`config.mk`:
```
export PLATFORM = sky130hd
export DESIGN_NAME = bias_code_serial_reg
export DESIGN_NICKNAME = d
export VERILOG_FILES = /design/src/rtl/bias_code_pkg.sv /design/src/rtl/line_sync_edge.sv /design/src/rtl/frame_shifter.sv /design/src/rtl/code_register.sv /design/src/rtl/bias_code_serial_reg.sv
export SDC_FILE = /design/constraint.sdc
export NUM_CORES = 1
export LEC_CHECK = 0
export ABC_AREA = 1
export BUFFER_PORTS_ARGS = -buffer_cell sky130_fd_sc_hd__buf_2
export CAP_MARGIN = 15
export CORE_MARGIN = 5
export CORE_UTILIZATION = 56
export DETAILED_ROUTE_END_ITERATION = 12
export PLACE_DENSITY = 0.75
export SYNTH_ARGS = -nofsm -noshare
export SYNTH_HDL_FRONTEND = slang
export SYNTH_SLANG_ARGS = --single-unit
```
`constraint.sdc`:
```
create_clock -name clk -period 4.4 [get_ports clk]
set_input_delay 1.1 -clock clk [delete_from_list [all_inputs] [get_ports clk]]
set_output_delay 1.1 -clock clk [all_outputs]
set_load 0.005 [all_outputs]
```
`src/rtl/bias_code_pkg.sv`:
```
package bias_code_pkg;
  localparam int unsigned CODE_W_DEF  = 8;
  localparam int unsigned FS_UV_DEF   = 1250000;
  localparam int unsigned LVL_W_DEF   = 21;
  localparam int unsigned SYNC_DEF    = 2;

  function automatic int unsigned cnt_width(input int unsigned bits);
    return $clog2(bits + 2);
  endfunction
endpackage

```
`src/rtl/line_sync_edge.sv`:
```
module line_sync_edge #(
  parameter int unsigned LINES  = 3,
  parameter int unsigned STAGES = 2
) (
  input  logic             clk,
  input  logic             rst,
  input  logic [LINES-1:0] raw_i,
  output logic [LINES-1:0] lvl_o,
  output logic [LINES-1:0] rise_o,
  output logic [LINES-1:0] fall_o
);
  for (genvar g = 0; g < LINES; g++) begin : g_line
    logic [STAGES-1:0] chain_q;
    logic              prev_q;
    always_ff @(posedge clk) begin
      if (rst) begin
        chain_q <= '1;
        prev_q  <= 1'b1;
      end else begin
        chain_q <= {chain_q[STAGES-2:0], raw_i[g]};
        prev_q  <= chain_q[STAGES-1];
      end
    end
    assign lvl_o[g]  = chain_q[STAGES-1];
    assign rise_o[g] = chain_q[STAGES-1] & ~prev_q;
    assign fall_o[g] = ~chain_q[STAGES-1] & prev_q;
  end
endmodule

```
`src/rtl/frame_shifter.sv`:
```
module frame_shifter #(
  parameter int unsigned CODE_W = 8
) (
  input  logic              clk,
  input  logic              rst,
  input  logic              sel_lvl_i,
  input  logic              sel_rise_i,
  input  logic              sel_fall_i,
  input  logic              bit_edge_i,
  input  logic              din_i,
  output logic [CODE_W-1:0] data_o,
  output logic              commit_o
);
  localparam int unsigned CW  = bias_code_pkg::cnt_width(CODE_W);
  localparam logic [CW-1:0] SAT = CW'(CODE_W + 1);
  localparam logic [CW-1:0] LEN = CW'(CODE_W);

  logic [CW-1:0]     cnt_q;
  logic [CODE_W-1:0] sh_q;
  logic              commit_q;

  always_ff @(posedge clk) begin
    if (rst) begin
      cnt_q    <= '0;
      sh_q     <= '0;
      commit_q <= 1'b0;
    end else begin
      commit_q <= 1'b0;
      if (sel_fall_i) begin
        cnt_q <= '0;
      end else if (!sel_lvl_i && bit_edge_i) begin
        sh_q <= {sh_q[CODE_W-2:0], din_i};
        if (cnt_q != SAT) cnt_q <= cnt_q + 1'b1;
      end
      if (sel_rise_i) commit_q <= (cnt_q == LEN);
    end
  end

  assign data_o   = sh_q;
  assign commit_o = commit_q;
endmodule

```
`src/rtl/code_register.sv`:
```
module code_register #(
  parameter int unsigned       CODE_W   = 8,
  parameter int unsigned       LVL_W    = 21,
  parameter int unsigned       FS_UV    = 1250000,
  parameter logic [CODE_W-1:0] RST_CODE = '1
) (
  input  logic              clk,
  input  logic              rst,
  input  logic              commit_i,
  input  logic [CODE_W-1:0] data_i,
  output logic [CODE_W-1:0] code_o,
  output logic              shdn_o,
  output logic              load_o,
  output logic [LVL_W-1:0]  level_o
);
  localparam int unsigned PW = LVL_W + CODE_W + 1;

  function automatic logic [LVL_W-1:0] to_level(input logic [CODE_W-1:0] c);
    logic [PW-1:0] prod;
    prod = (PW'(c) + PW'(1)) * PW'(FS_UV);
    return LVL_W'(prod >> CODE_W);
  endfunction

  logic [CODE_W-1:0] code_q;
  logic              shdn_q, load_q;
  logic [LVL_W-1:0]  lvl_q;

  always_ff @(posedge clk) begin
    if (rst) begin
      code_q <= RST_CODE;
      shdn_q <= (RST_CODE == '0);
      lvl_q  <= to_level(RST_CODE);
      load_q <= 1'b0;
    end else begin
      load_q <= commit_i;
      if (commit_i) begin
        code_q <= data_i;
        shdn_q <= (data_i == '0);
        lvl_q  <= to_level(data_i);
      end
    end
  end

  assign code_o  = code_q;
  assign shdn_o  = shdn_q;
  assign load_o  = load_q;
  assign level_o = lvl_q;

  // a strobe never lasts two cycles
  a_r6_strobe_single: assert property (@(posedge clk) disable iff (rst)
    load_q |=> !load_q);

  // shutdown flag tracks a zero code
  a_r5_shdn_match: assert property (@(posedge clk) disable iff (rst)
    shdn_q == (code_q == '0));
endmodule

```
`src/rtl/bias_code_serial_reg.sv`:
```
module bias_code_serial_reg #(
  parameter int unsigned CODE_W = bias_code_pkg::CODE_W_DEF,
  parameter int unsigned LVL_W  = bias_code_pkg::LVL_W_DEF,
  parameter int unsigned FS_UV  = bias_code_pkg::FS_UV_DEF,
  parameter int unsigned SYNC   = bias_code_pkg::SYNC_DEF
) (
  input  logic              clk,
  input  logic              rst,
  input  logic              sel_n,
  input  logic              sclk,
  input  logic              sdin,
  output logic [CODE_W-1:0] code_o,
  output logic              shdn_o,
  output logic              load_o,
  output logic [LVL_W-1:0]  level_uv_o
);
  localparam int unsigned IX_SEL = 2;
  localparam int unsigned IX_CLK = 1;
  localparam int unsigned IX_DIN = 0;

  logic [2:0]        lvl, rise, fall;
  logic [CODE_W-1:0] frame_data;
  logic              frame_commit;

  line_sync_edge #(.LINES(3), .STAGES(SYNC)) u_sync (
    .clk(clk), .rst(rst), .raw_i({sel_n, sclk, sdin}),
    .lvl_o(lvl), .rise_o(rise), .fall_o(fall)
  );

  frame_shifter #(.CODE_W(CODE_W)) u_frame (
    .clk(clk), .rst(rst),
    .sel_lvl_i(lvl[IX_SEL]), .sel_rise_i(rise[IX_SEL]), .sel_fall_i(fall[IX_SEL]),
    .bit_edge_i(rise[IX_CLK]), .din_i(lvl[IX_DIN]),
    .data_o(frame_data), .commit_o(frame_commit)
  );

  code_register #(.CODE_W(CODE_W), .LVL_W(LVL_W), .FS_UV(FS_UV), .RST_CODE('1)) u_code (
    .clk(clk), .rst(rst), .commit_i(frame_commit), .data_i(frame_data),
    .code_o(code_o), .shdn_o(shdn_o), .load_o(load_o), .level_o(level_uv_o)
  );

  // no code change while the synchronized select is low
  a_r3_hold_while_selected: assert property (@(posedge clk) disable iff (rst)
    !lvl[IX_SEL] |=> $stable(code_o));

  // first cycle out of reset shows the reset state
  a_r1_reset_state: assert property (@(posedge clk) disable iff (rst)
    $past(rst) |-> (code_o == '1 && !shdn_o && !load_o));
endmodule

```
# Word-level counts from Yosys, hierarchy flattened
# Index checks and enable logic that the tools add are counted.
dict set report totals {
  reg_bits 52
  in_bits 5
  output_inout_bits 31
  word_cells 32
}
dict set report classes {
  n_addsub 2
  mul 1
  eq_ne 2
  bitwise_logic 8
  n_reduce_logical 7
}
# op count
set ops {}
lappend ops {{multiplier 30 x 17 -> 25 bit (second input constant)} 1}
lappend ops {{adder 8 x 1 -> 9 bit (second input constant)} 1}
lappend ops {{zero test 8 bit} 1}
lappend ops {{inverter 1 bit} 5}
lappend ops {{adder 4 x 1 -> 4 bit (second input constant)} 1}
lappend ops {{equality test 4 bit (second input constant)} 1}
lappend ops {{!= test 4 bit (second input constant)} 1}
lappend ops {{AND reduction 2 bit} 2}
lappend ops {{OR reduction 2 bit} 2}
lappend ops {{bitwise AND 1 bit} 3}
lappend ops {{logical AND 1 bit} 1}
lappend ops {{zero test 1 bit} 1}

# Longest topological paths before layout
# Gate-level depths: netlist of the first run.
dict set report depth {
  depth_word 4
  ltp_mapped 28
  depth_no_buf 28
}

# Hierarchy
# From an unflattened synthesis of the first run, not the netlist that was laid out.
dict set report hier_totals {
  cells_unflattened 668
  area_unflattened_um2 4789.6
}
# module n_inst cells_each area_per_inst_um2
set modules_own_cells {}
lappend modules_own_cells {code_register 1 554 3890.0}
lappend modules_own_cells {frame_shifter 1 74 591.8}
lappend modules_own_cells {line_sync_edge 1 40 307.8}

# Worst setup path before layout of the first run
# Ideal clock, no wire load.
dict set report synth_timing {
  kind {register to register}
  start {register u_frame.sh_q[0] (netlist: u_frame.data_o[0])}
  end {register u_code.lvl_q[12] (netlist: u_code.level_o[12])}
  setup_time_ps 115
  arrival_ps 4406
  slack_ps -121
  path_stages_with_launch 24
  synth_period_minus_slack_ps 4521
  cell_sequence {dfxtp_1 inv_2 nor3_4 nand3_2 nor2_4 nand2_4 xor2_1 ha_1 inv_1 fa_1 inv_1 fa_1 inv_1 fa_1 inv_1 ha_1 nand2_1 nor2_1 inv_1 nor2_1 a21oi_1 or2_0 nand2_1 nand2_1}
}
dict set report synth_via {
  elab_chain_cells 2
}
# item line_no
set synth_lines {}
lappend synth_lines {{from (decl)} frame_shifter.sv:19} ;# logic [CODE_W-1:0] sh_q;
lappend synth_lines {{from (signal assigned)} frame_shifter.sv:32} ;# sh_q <= {sh_q[CODE_W-2:0], din_i};
lappend synth_lines {{adder 8 x 1 -> 9 bit} code_register.sv:20} ;# prod = (PW'(c) + PW'(1)) * PW'(FS_UV);
lappend synth_lines {{multiplier 30 x 17 -> 25 bit} code_register.sv:20}
lappend synth_lines {{to (signal assigned)} code_register.sv:32} ;# lvl_q <= to_level(RST_CODE);
lappend synth_lines {{to (signal assigned)} code_register.sv:39} ;# lvl_q <= to_level(data_i);
lappend synth_lines {{to (decl)} code_register.sv:26} ;# logic [LVL_W-1:0] lvl_q;
# Every way passes these cells.
# A chain may end at the register's enable or synchronous reset.

# Worst setup path in the final report of the first run
dict set report layout_timing {
  start {register u_frame.sh_q[0] (netlist: u_frame.data_o[0])}
  end {register u_code.lvl_q[19] (netlist: u_code.level_o[19])}
}
# Same word-level chain as after synthesis.

==> results of run 1 <==
[logic make-up (layout without fill, tap and decap cells)]
logic type | count (synthesis) | after routing | synth area share (%)
and+or+nand+nor | 227 | 227 | 21.9
buffers and inverters | 143 | 221 | 11.7
DFF | 52 | 52 | 22.7
AOI/OAI and AO/OA | 86 | 86 | 10.1
adders and majority gates | 98 | 98 | 30.6
xor gates and xnor gates | 15 | 15 | 3.03
[worst max path at each step]
stage               slack, ns                 end
floorplan                0.02  u_code.level_o[12]
global placement         -0.1  u_code.level_o[10]
detailed placement      -0.16  u_code.level_o[19]
CTS                     0.003  u_code.level_o[18]
global route            -0.13  u_code.level_o[19]
finish                   0.07  u_code.level_o[19]
[final cells by class]
cell class | instances | area [um2]
Clock buffer | 5 | 68.8
Clock inverter | 3 | 22.5
Fill cell | 687 | 2440
Inverter | 131 | 492
Multi-Input combinational cell | 426 | 3360
Sequential cell | 52 | 1050
Tap cell | 105 | 131
Timing Repair Buffer | 82 | 528
[worst max-delay path, delay by kind of cell, from the launching register on]
family | cells | cell delay, ns
flops | 1 | 0.37
simple gates | 14 | 1.28
buf+inv | 7 | 0.30
fa+ha+maj | 5 | 2.10
xor+xnor | 1 | 0.19
[metal layers]
layer	routed length, um	global-route usage (%)
met2	5710	42.2
met1	4830	28.2
met3	449	3.60
met5	0	0
met4	204	6.11
[per-stage QoR]
step / setup TNS, ns / total power [mW]
CTS: 0 / 0.791
global route: -0.855 / 0.814
finish: 0 / 0.783
detailed placement: -1.05 / 0.503
floorplan: 0 / 0.497
global placement: -0.399 / 0.502
[where the power goes]
part,internal (mW),switching (mW)
Combinational,0.00635,0.0120
Clock,0.115,0.176
Sequential,0.473,0.00126
Total,0.594,0.189
[Yosys cell counts (all sizes together) (10+ instances only)]
cell type	n	share of area (%)
nand2	114	9.5
ha	74	20
fa	24	10
inv	130	11
o21ai	30	3.3
clkbuf	12	0.98
nand3	27	3.2
dfxtp	52	23
nor3	10	1.3
or2	12	1.6
nor2	53	4.6
xor2	12	2.5
a21oi	43	4.7
[sequential cells by signal, summed over array words and instances, names as in the netlist]
signal,count
u_code.shdn_o,1
u_frame.data_o,8
u_frame.commit_o,1
u_frame.cnt_q,4
u_sync.g_line.prev_q,2
u_code.load_o,1
u_sync.g_line.chain_q,6
u_code.level_o,21
u_code.code_o,8
[repair_timing]
| action | 4_1_cts | 5_1_grt |
|---|---|---|
| buffers inserted | 1 | 12 |
| gates resized for setup | 18 | 53 |
| setup endpoints to repair | 13 | 16 |
| pin swaps | 12 | 37 |
| hold endpoints to repair | 0 | 0 |
[cells in the final DEF, fill, tap and decap left out, drive strengths merged, types with 4 or more instances in the layout]
master	count
or2	12
nand4	6
nor3	10
fa	24
o21bai	4
inv	131
dfxtp	52
nor2	53
buf	82
clkbuf	5
xor2	12
nand3	27
o211ai	7
nand2	114
ha	74
o21ai	30
a21oi	43
==> metrics.txt, run 1 <==
slowest stage cell, crit path=fa_1; clk sinks=52; CP required=4.62 ns; largest net degree at the start of global routing=37; Final GP Congestion=0.950; fin crit share=98.4%; Final Util=69.8%; first drt pass iteration count=5; Hold EP=u_sync.g_line[1].chain_q[1]; predominant post-synthesis flop cell=dfxtp_1; Chip Width=101 um; register bit total from synthesis=52; row count=33; R2R depth=27; # setup viols final=0; reg-to-reg startpoint=u_frame.data_o[0]; area grow syn2layout=23.1%; post-synthesis cell count=621; GRT Overall Usage=23.1%; HP Class=flip-flop to flip-flop; clock latency on the worst-skew pair=0.31 ns; Root Buffer=clkbuf_8; flop2flop setup slack=0.07 ns; hold path startpoint=u_sync.g_line[1].chain_q[0]; H-tree Lvls=2; Static Leak=3.03 nW; CTS tree=yes; library cells used by synthesis=34; DRT Wirelength=11200 um; Worst-path clk slew=0.10 ns; deepest clock path buffer count=2; first-pass GRT wire length=18900 um; Antenna Nets Post-Route=0; asr flop ratio synth=0%; grt ovf=0; FF-to-FF End=u_code.level_o[19]; Final Non-Filler Cells=804; worst vdd ir=0.0000971 V; CTS Hold Bufs=0; worst hold stages=1; Worst EP arrival=4.55 ns; Avg Cell Area, Syn=7.39 um2; final hold slack=0.417 ns; initial detailed-routing violation count=129; Setup WS pre-CTS=-0.161 ns; Slew headroom=41.2%; worst-margin pin slew=0.881 ns; Clock Skews=0.00340 ns; endpoints failing hold=0; outcome=finished, final reports clean; Cells after DPL=783; synth warn=0; ant diodes=0; Worst Setup SP=u_frame.data_o[0]; crit path capture type=flip-flop; Area after DPL=0.00512 mm2; Synth Cell Area=0.00459 mm2; vias per cell=5.12; CP startpoint kind=flip-flop; Die H=101 um; pwr dens=139 mW/mm2; CP max FO=4; Fmax=231 MHz; total core area=0.00809 mm2; number of global-route vias before repair=4162; initial core utilization=56.7%; WL/cell=13.9 um; Slew Limit Fails=0; I/O pin count=36; DRC=0; PortBufs=35; NumNets Final=801; total CTS buffers=5; Max Cap Violations=0; post-DP HPWL=8890 um; share of cells above drive strength 1=24.6%; kind of critical path=flip-flop to flip-flop; Final Cell Area=0.00565 mm2; setup ws final=0.0717 ns; area of the die=0.0101 mm2; min cycle time layout=4.33 ns; antenna violations before repair=0; RSZ-0062 raised after global routing=true; Via Count=4120; Seq/Total Area, Yosys=22.7%; Largest stage delay, worst path=0.53 ns; Synth Net Count=724; EDFF count, synth=0
Power figures use the tool's default switching activity.
==> run 2: changes to the inputs <==
ABC_AREA = default   (was 1)
CORE_UTILIZATION = 55   (was 56)
CTS_CLUSTER_DIAMETER = 200   (was default)
PLACE_DENSITY = 0.74   (was 0.75)
==> metrics.txt, run 2 <==
flop2flop setup slack=-0.14 ns (-0.21 ns); violated checks=negative setup slack; R2R depth=19 (-30%); Seq/Total Area, Yosys=23.9% (+1.3 points); endpoints failing hold=0 (unchanged); crit path capture type=flip-flop; reg-to-reg startpoint=u_frame.data_o[0]; vias per cell=5.38 (+5.1%); asr flop ratio synth=0% (unchanged); EDFF count, synth=0 (unchanged); Worst EP arrival=4.74 ns (+0.19 ns); Via Count=3602 (-13%); Static Leak=2.59 nW (-15%); number of global-route vias before repair=3685 (-11%); library cells used by synthesis=51 (+50%); grt ovf=0 (unchanged); predominant post-synthesis flop cell=dfxtp_1; NumNets Final=669 (-16%); I/O pin count=36 (unchanged); Avg Cell Area, Syn=8.66 um2 (+17%); min cycle time layout=4.54 ns (+0.214 ns); CP required=4.60 ns (-0.02 ns); deepest clock path buffer count=2 (unchanged); largest net degree at the start of global routing=59 (+59%); M1 GR Usage=28.0% (-0.22 points); FF-to-FF End=u_code.level_o[16]; register bit total from synthesis=52 (unchanged); first drt pass iteration count=4 (-1); initial core utilization=56.3% (-0.44 points); share of the synthesized area in the top cell type=23.9% (+1.3 points); CTS Hold Bufs=0 (unchanged); H-tree Lvls=2 (unchanged); Slew Limit Fails=0 (unchanged); Worst-path clk slew=0.11 ns (about the same); area grow syn2layout=19.9%; CTS tree=yes; row count=32 (-3.0%); Synth Net Count=605 (-16%); pwr dens=153 mW/mm2 (+10%); Setup WS pre-CTS=-0.140 ns (+0.0212 ns); post-DP HPWL=7870 um (-11%); DRC=0 (unchanged); area leader, netlist=dfxtp_1; # setup viols final=6 (+6); DRT Wirelength=10100 um (-10%); Slew headroom=37.9% (-3.3 points); busiest grt layer=met2; clock latency on the worst-skew pair=0.32 ns (about the same); outcome=complete, but fails checks; Max Cap Violations=0 (unchanged); Final GP Congestion=0.951 (about the same); Chip Width=98.9 um (-1.6%); commonest non-fill, non-tap cell in the layout=inv_1; antenna violations before repair=0 (unchanged); Hold EP=u_sync.g_line[0].chain_q[1]; kind of critical path=flip-flop to flip-flop; Fmax=220 MHz (-4.7%); first-pass GRT wire length=17200 um (-9.1%); ant diodes=0 (unchanged); most frequent cells in the layout=72 x inv_1, 68 x ha_1, 47 x dfxtp_1, 40 x nand2_1, 40 x buf_4; max FFs per register=21 (unchanged); area of the die=0.00978 mm2 (-3.2%); PortBufs=35 (unchanged); RSZ-0062 raised after global routing=true; GR Util met2=37.2% (-5.0 points); total core area=0.00773 mm2 (-4.5%); CP max FO=4 (unchanged); most common library cells after synthesis=79 x inv_1, 74 x ha_1, 52 x dfxtp_1, 41 x nand2_1, 36 x nor2_1; top post-synthesis cells by area=dfxtp_1 24%, ha_1 21%, fa_1 11%; Worst Setup SP=u_frame.data_o[0]; Synth Cell Area=0.00435 mm2 (-5.3%); setup ws final=-0.143 ns (-0.214 ns); worst vdd ir=0.000164 V (+69%); WL/cell=15.0 um (+8.0%); Synth Area in Compound Gates=12.7% (+2.7 points); Synth Area in Adders=32.3% (+1.7 points); fin crit share=103% (+4.9 points); HP Class=flip-flop to flip-flop; initial detailed-routing violation count=170 (+32%); final hold slack=0.421 ns (+0.00453 ns); clk sinks=52 (unchanged); post-synthesis cell count=502 (-19%); synth warn=0 (unchanged); hold path startpoint=u_sync.g_line[0].chain_q[0]; met3 Resource Use GR=2.48% (-1.1 points); CP startpoint kind=flip-flop; GRT Overall Usage=21.4% (-1.7 points); Simple-Gate Fraction of Synth Area=15.0% (-6.9 points); multiplexer area fraction after synthesis=1.84% (+1.8 points); Root Buffer=clkbuf_8; Antenna Nets Post-Route=0 (unchanged); xor/xnor share of the synthesized area=5.64% (+2.6 points); worst hold stages=1 (unchanged); Die H=98.9 um (-1.6%); total CTS buffers=5 (unchanged); cell with the most instances after synthesis=inv_1; worst-margin pin slew=0.932 ns (+0.0512 ns); share of cells above drive strength 1=25.7% (+1.1 points); Clock Skews=0.0113 ns (+0.00785 ns); largest family of logic cells by synthesized area=adder cells
-- run 2: per-layer routing --
metal / up-vias / share of wire, %
met5: - / 0
met3: 13 / 3.8
li1: 1780 / -
met4: 0 / 1.7
met1: 1743 / 45
met2: 66 / 50
-- run 2: cell families (layout without fill, tap and decap cells) --
logic type	after synthesis	in the layout
compound gates	84	84
xor+xnor	28	28
fa+ha+maj	98	98
buf+inv	97	162
flops	52	52
mux	8	8
simple gates	135	135
-- run 2: report_power, final --
part	internal [mW]	leakage [nW]	switching [mW]
sequential	0.473	0.424	0.00106
clock	0.121	0.0511	0.190
combinational	0.00433	2.11	0.00946
total	0.598	2.59	0.200
-- run 2: metrics by stage --
step | total power [mW] | util [%] | std cells | setup TNS (ns) | instance area, um2
global placement | 0.498 | 64.4 | 657 | -0.174 | 4980
global route | 0.827 | 67.5 | 669 | -2.81 | 5210
finish | 0.798 | 67.5 | 669 | -0.340 | 5210
floorplan | 0.495 | - | 502 | -0.0468 | 4490
detailed placement | 0.499 | 64.4 | 657 | -0.533 | 4980
CTS | 0.801 | 66.6 | 668 | -0.0909 | 5140
-- run 2: how the worst max path moves through the flow --
stage                    endpoint  slack (ns)  depth (start not counted)
6_report       u_code.level_o[16]       -0.14                         19
2_1_floorplan  u_code.level_o[19]       -0.04                         21
4_1_cts        u_code.level_o[14]       -0.04                         18
3_5_place_dp   u_code.level_o[19]       -0.14                         20
3_3_place_gp   u_code.level_o[20]       -0.08                         19
5_1_grt        u_code.level_o[16]       -0.35                         19
-- run 2: final cells by class --
cell class                      count  area, um2
Tap cell                          102        128
Clock inverter                      3       28.8
Inverter                           79        300
Timing Repair Buffer               75        475
Fill cell                         589       2510
Sequential cell                    52       1050
Clock buffer                        5       68.8
Multi-Input combinational cell    353       3160
-- run 2: timing repair --
item / CTS / global route
pin swaps: 12 / 8
buffers inserted: 3 / 1
resized for setup: 11 / 14
setup endpoints to repair: 10 / 13
-- run 2: critical path, stage by stage, from the launching register on --
cell and delay [ns]:
dfxtp_4 0.38, clkinvlp_4 0.10, nor3_4 0.21, nand3_2 0.12
xnor2_2 0.24, ha_1 0.31, xor2_1 0.16, ha_1 0.31
fa_1 0.48, inv_1 0.05, fa_1 0.49, inv_2 0.05
ha_4 0.29, nand4b_1 0.15, a21oi_2 0.21, o21ai_2 0.12
buf_4 0.16, a21o_2 0.19, a21boi_0 0.31, o31ai_2 0.11
==> run 3: changes to the inputs <==
CORE_UTILIZATION = 57   (was 55)
CTS_BUF_LIST = sky130_fd_sc_hd__clkbuf_4   (was default)
PLACE_DENSITY = 0.77   (was 0.74)
==> metrics.txt, run 3 (synthesis results as in run 2) <==
R2R depth=19 (unchanged); WL/cell=16.7 um (+11%); grt ovf=0 (unchanged); Root Buffer=clkbuf_4; fin crit share=104% (+0.30 points); endpoints failing hold=0 (unchanged); worst hold stages=1 (unchanged); row count=31 (-3.1%); Max Cap Violations=0 (unchanged); initial detailed-routing violation count=130 (-24%); Antenna Nets Post-Route=0 (unchanged); initial core utilization=59.3% (+3.0 points); reg-to-reg startpoint=u_frame.data_o[4]; GRT Overall Usage=23.6% (+2.1 points); clock latency on the worst-skew pair=0.40 ns (+0.08 ns); Final Non-Filler Cells=685 (+2.4%); first-pass GRT wire length=18300 um (+6.4%); NumNets Final=687 (+2.7%); Fmax=219 MHz (-0.29%); Cells after DPL=663 (+0.91%); FF-to-FF End=u_code.level_o[16]; RSZ-0062 raised after global routing=true; Die H=97.3 um (-1.6%); post-DP HPWL=8120 um (+3.1%); crit path capture type=flip-flop; most frequent cells in the layout=70 x inv_1, 62 x ha_1, 56 x buf_4, 47 x dfxtp_1, 37 x nand2_1; CTS tree=yes; HP Class=flip-flop to flip-flop; violated checks=negative setup slack; Hold EP=u_sync.g_line[0].chain_q[1]; Via Count=3771 (+4.7%); CP max FO=4 (unchanged); total CTS buffers=5 (unchanged); worst vdd ir=0.000239 V (+45%); largest net degree at the start of global routing=59 (unchanged); commonest non-fill, non-tap cell in the layout=inv_1; deepest clock path buffer count=2 (unchanged); max FFs per register=21 (unchanged); min cycle time layout=4.56 ns (+0.0134 ns); I/O pin count=36 (unchanged); filler cell count=488 (-17%); Static Leak=2.66 nW (+2.8%); outcome=complete, but fails checks; kind of critical path=flip-flop to flip-flop; area grow syn2layout=26.1%; vias per cell=5.51 (+2.2%); Clock Skews=0.0303 ns (+0.0191 ns); DRT Wirelength=11400 um (+14%); antenna violations before repair=1 (+1); first drt pass iteration count=4 (unchanged); PnR Total Power=744 uW (-6.8%); hold path startpoint=u_sync.g_line[0].chain_q[0]; CP required=4.69 ns (+0.09 ns); # setup viols final=12 (+6); Slew Limit Fails=0 (unchanged); PortBufs=35 (unchanged); area of the die=0.00948 mm2 (-3.1%); pwr dens=136 mW/mm2 (-11%); DRC=0 (unchanged); Worst EP arrival=4.85 ns (+0.11 ns); worst-margin pin slew=0.952 ns (+0.0202 ns); Chip Width=97.3 um (-1.6%); H-tree Lvls=2 (unchanged); flop2flop setup slack=-0.16 ns (about the same); number of global-route vias before repair=3853 (+4.6%); Final GP Congestion=0.911 (-4.2%); Slew headroom=36.5% (-1.3 points); Worst-path clk slew=0.19 ns (+0.08 ns); clk sinks=52 (unchanged); CP startpoint kind=flip-flop; share of cells above drive strength 1=30.4% (+4.7 points); total core area=0.00733 mm2 (-5.1%); setup ws final=-0.156 ns (-0.0134 ns)
run 3: worst max path at each step:
stage,to,slack (ns),start,cells after the start
after floorplan,u_code.level_o[19],-0.04,u_frame.data_o[0],21
after global placement,u_code.level_o[11],-0.04,u_frame.data_o[2],19
after detailed placement,u_code.level_o[14],-0.19,u_frame.data_o[2],19
after CTS,u_code.level_o[14],-0.03,u_frame.data_o[0],18
after global routing,u_code.level_o[16],-0.40,u_frame.data_o[4],19
final,u_code.level_o[16],-0.16,u_frame.data_o[4],19
run 3: metal layers:
metal  vias up  GRT usage [%]  share of wire (%)
li1       1812              -                  -
met1      1842           27.7                 42
met2        76           41.6                 50
met3        41           4.81                4.0
met4         0           10.0                4.2
met5         -              0                  0
run 3: what timing repair did:
item | in CTS | in global routing
gates resized for setup | 16 | 34
endpoints found under the setup margin | 12 | 16
setup buffers | 6 | 7
hold buffers | 0 | 0
hold endpoints to repair | 0 | 0
pin swaps | 12 | 23
run 3: report_power, final:
group	internal (mW)	switching [mW]	leakage, nW
clock	0.0710	0.184	0.0381
sequential	0.474	0.00106	0.424
combinational	0.00435	0.00968	2.20
run 3: final cells by class:
type	instances	area (um2)	share of cell area, %
well taps	99	124	2.26
clock inverters	3	28.8	0.525
clock buffers	5	37.5	0.685
flip-flops and latches	52	1050	19.1
diodes	1	2.50	0.0456
repair buffers	93	618	11.3
multi-input cells	353	3320	60.6
inverters	79	300	5.48
run 3: per-stage QoR:
step | worst slack [ns] | TNS (ns) | instance area [um2] | util, % | hold slack (ns)
5_1_grt | -0.397 | -4.06 | 5480 | 74.8 | 0.461
4_1_cts | -0.0328 | -0.0749 | 5270 | 71.9 | 0.431
3_3_place_gp | -0.0412 | -0.127 | 5040 | 68.7 | 0.393
2_1_floorplan | -0.0426 | -0.0468 | 4490 | - | 0.389
3_5_place_dp | -0.189 | -1.31 | 5040 | 68.7 | 0.395
6_report | -0.156 | -1.19 | 5480 | 74.8 | 0.428
run 3: critical path, stage by stage (launching register included):
cell      delay [ns]
dfxtp_2         0.39
nand3_4         0.09
nor3_4          0.23
nand3_2         0.18
xnor2_4         0.29
ha_4            0.25
xor2_1          0.15
ha_1            0.32
fa_1            0.50
inv_1           0.06
fa_1            0.50
inv_2           0.05
ha_4            0.30
nand4b_1        0.18
a21oi_4         0.25
o21ai_4         0.11
buf_6           0.14
a21o_2          0.19
a21boi_0        0.19
o31ai_1         0.10
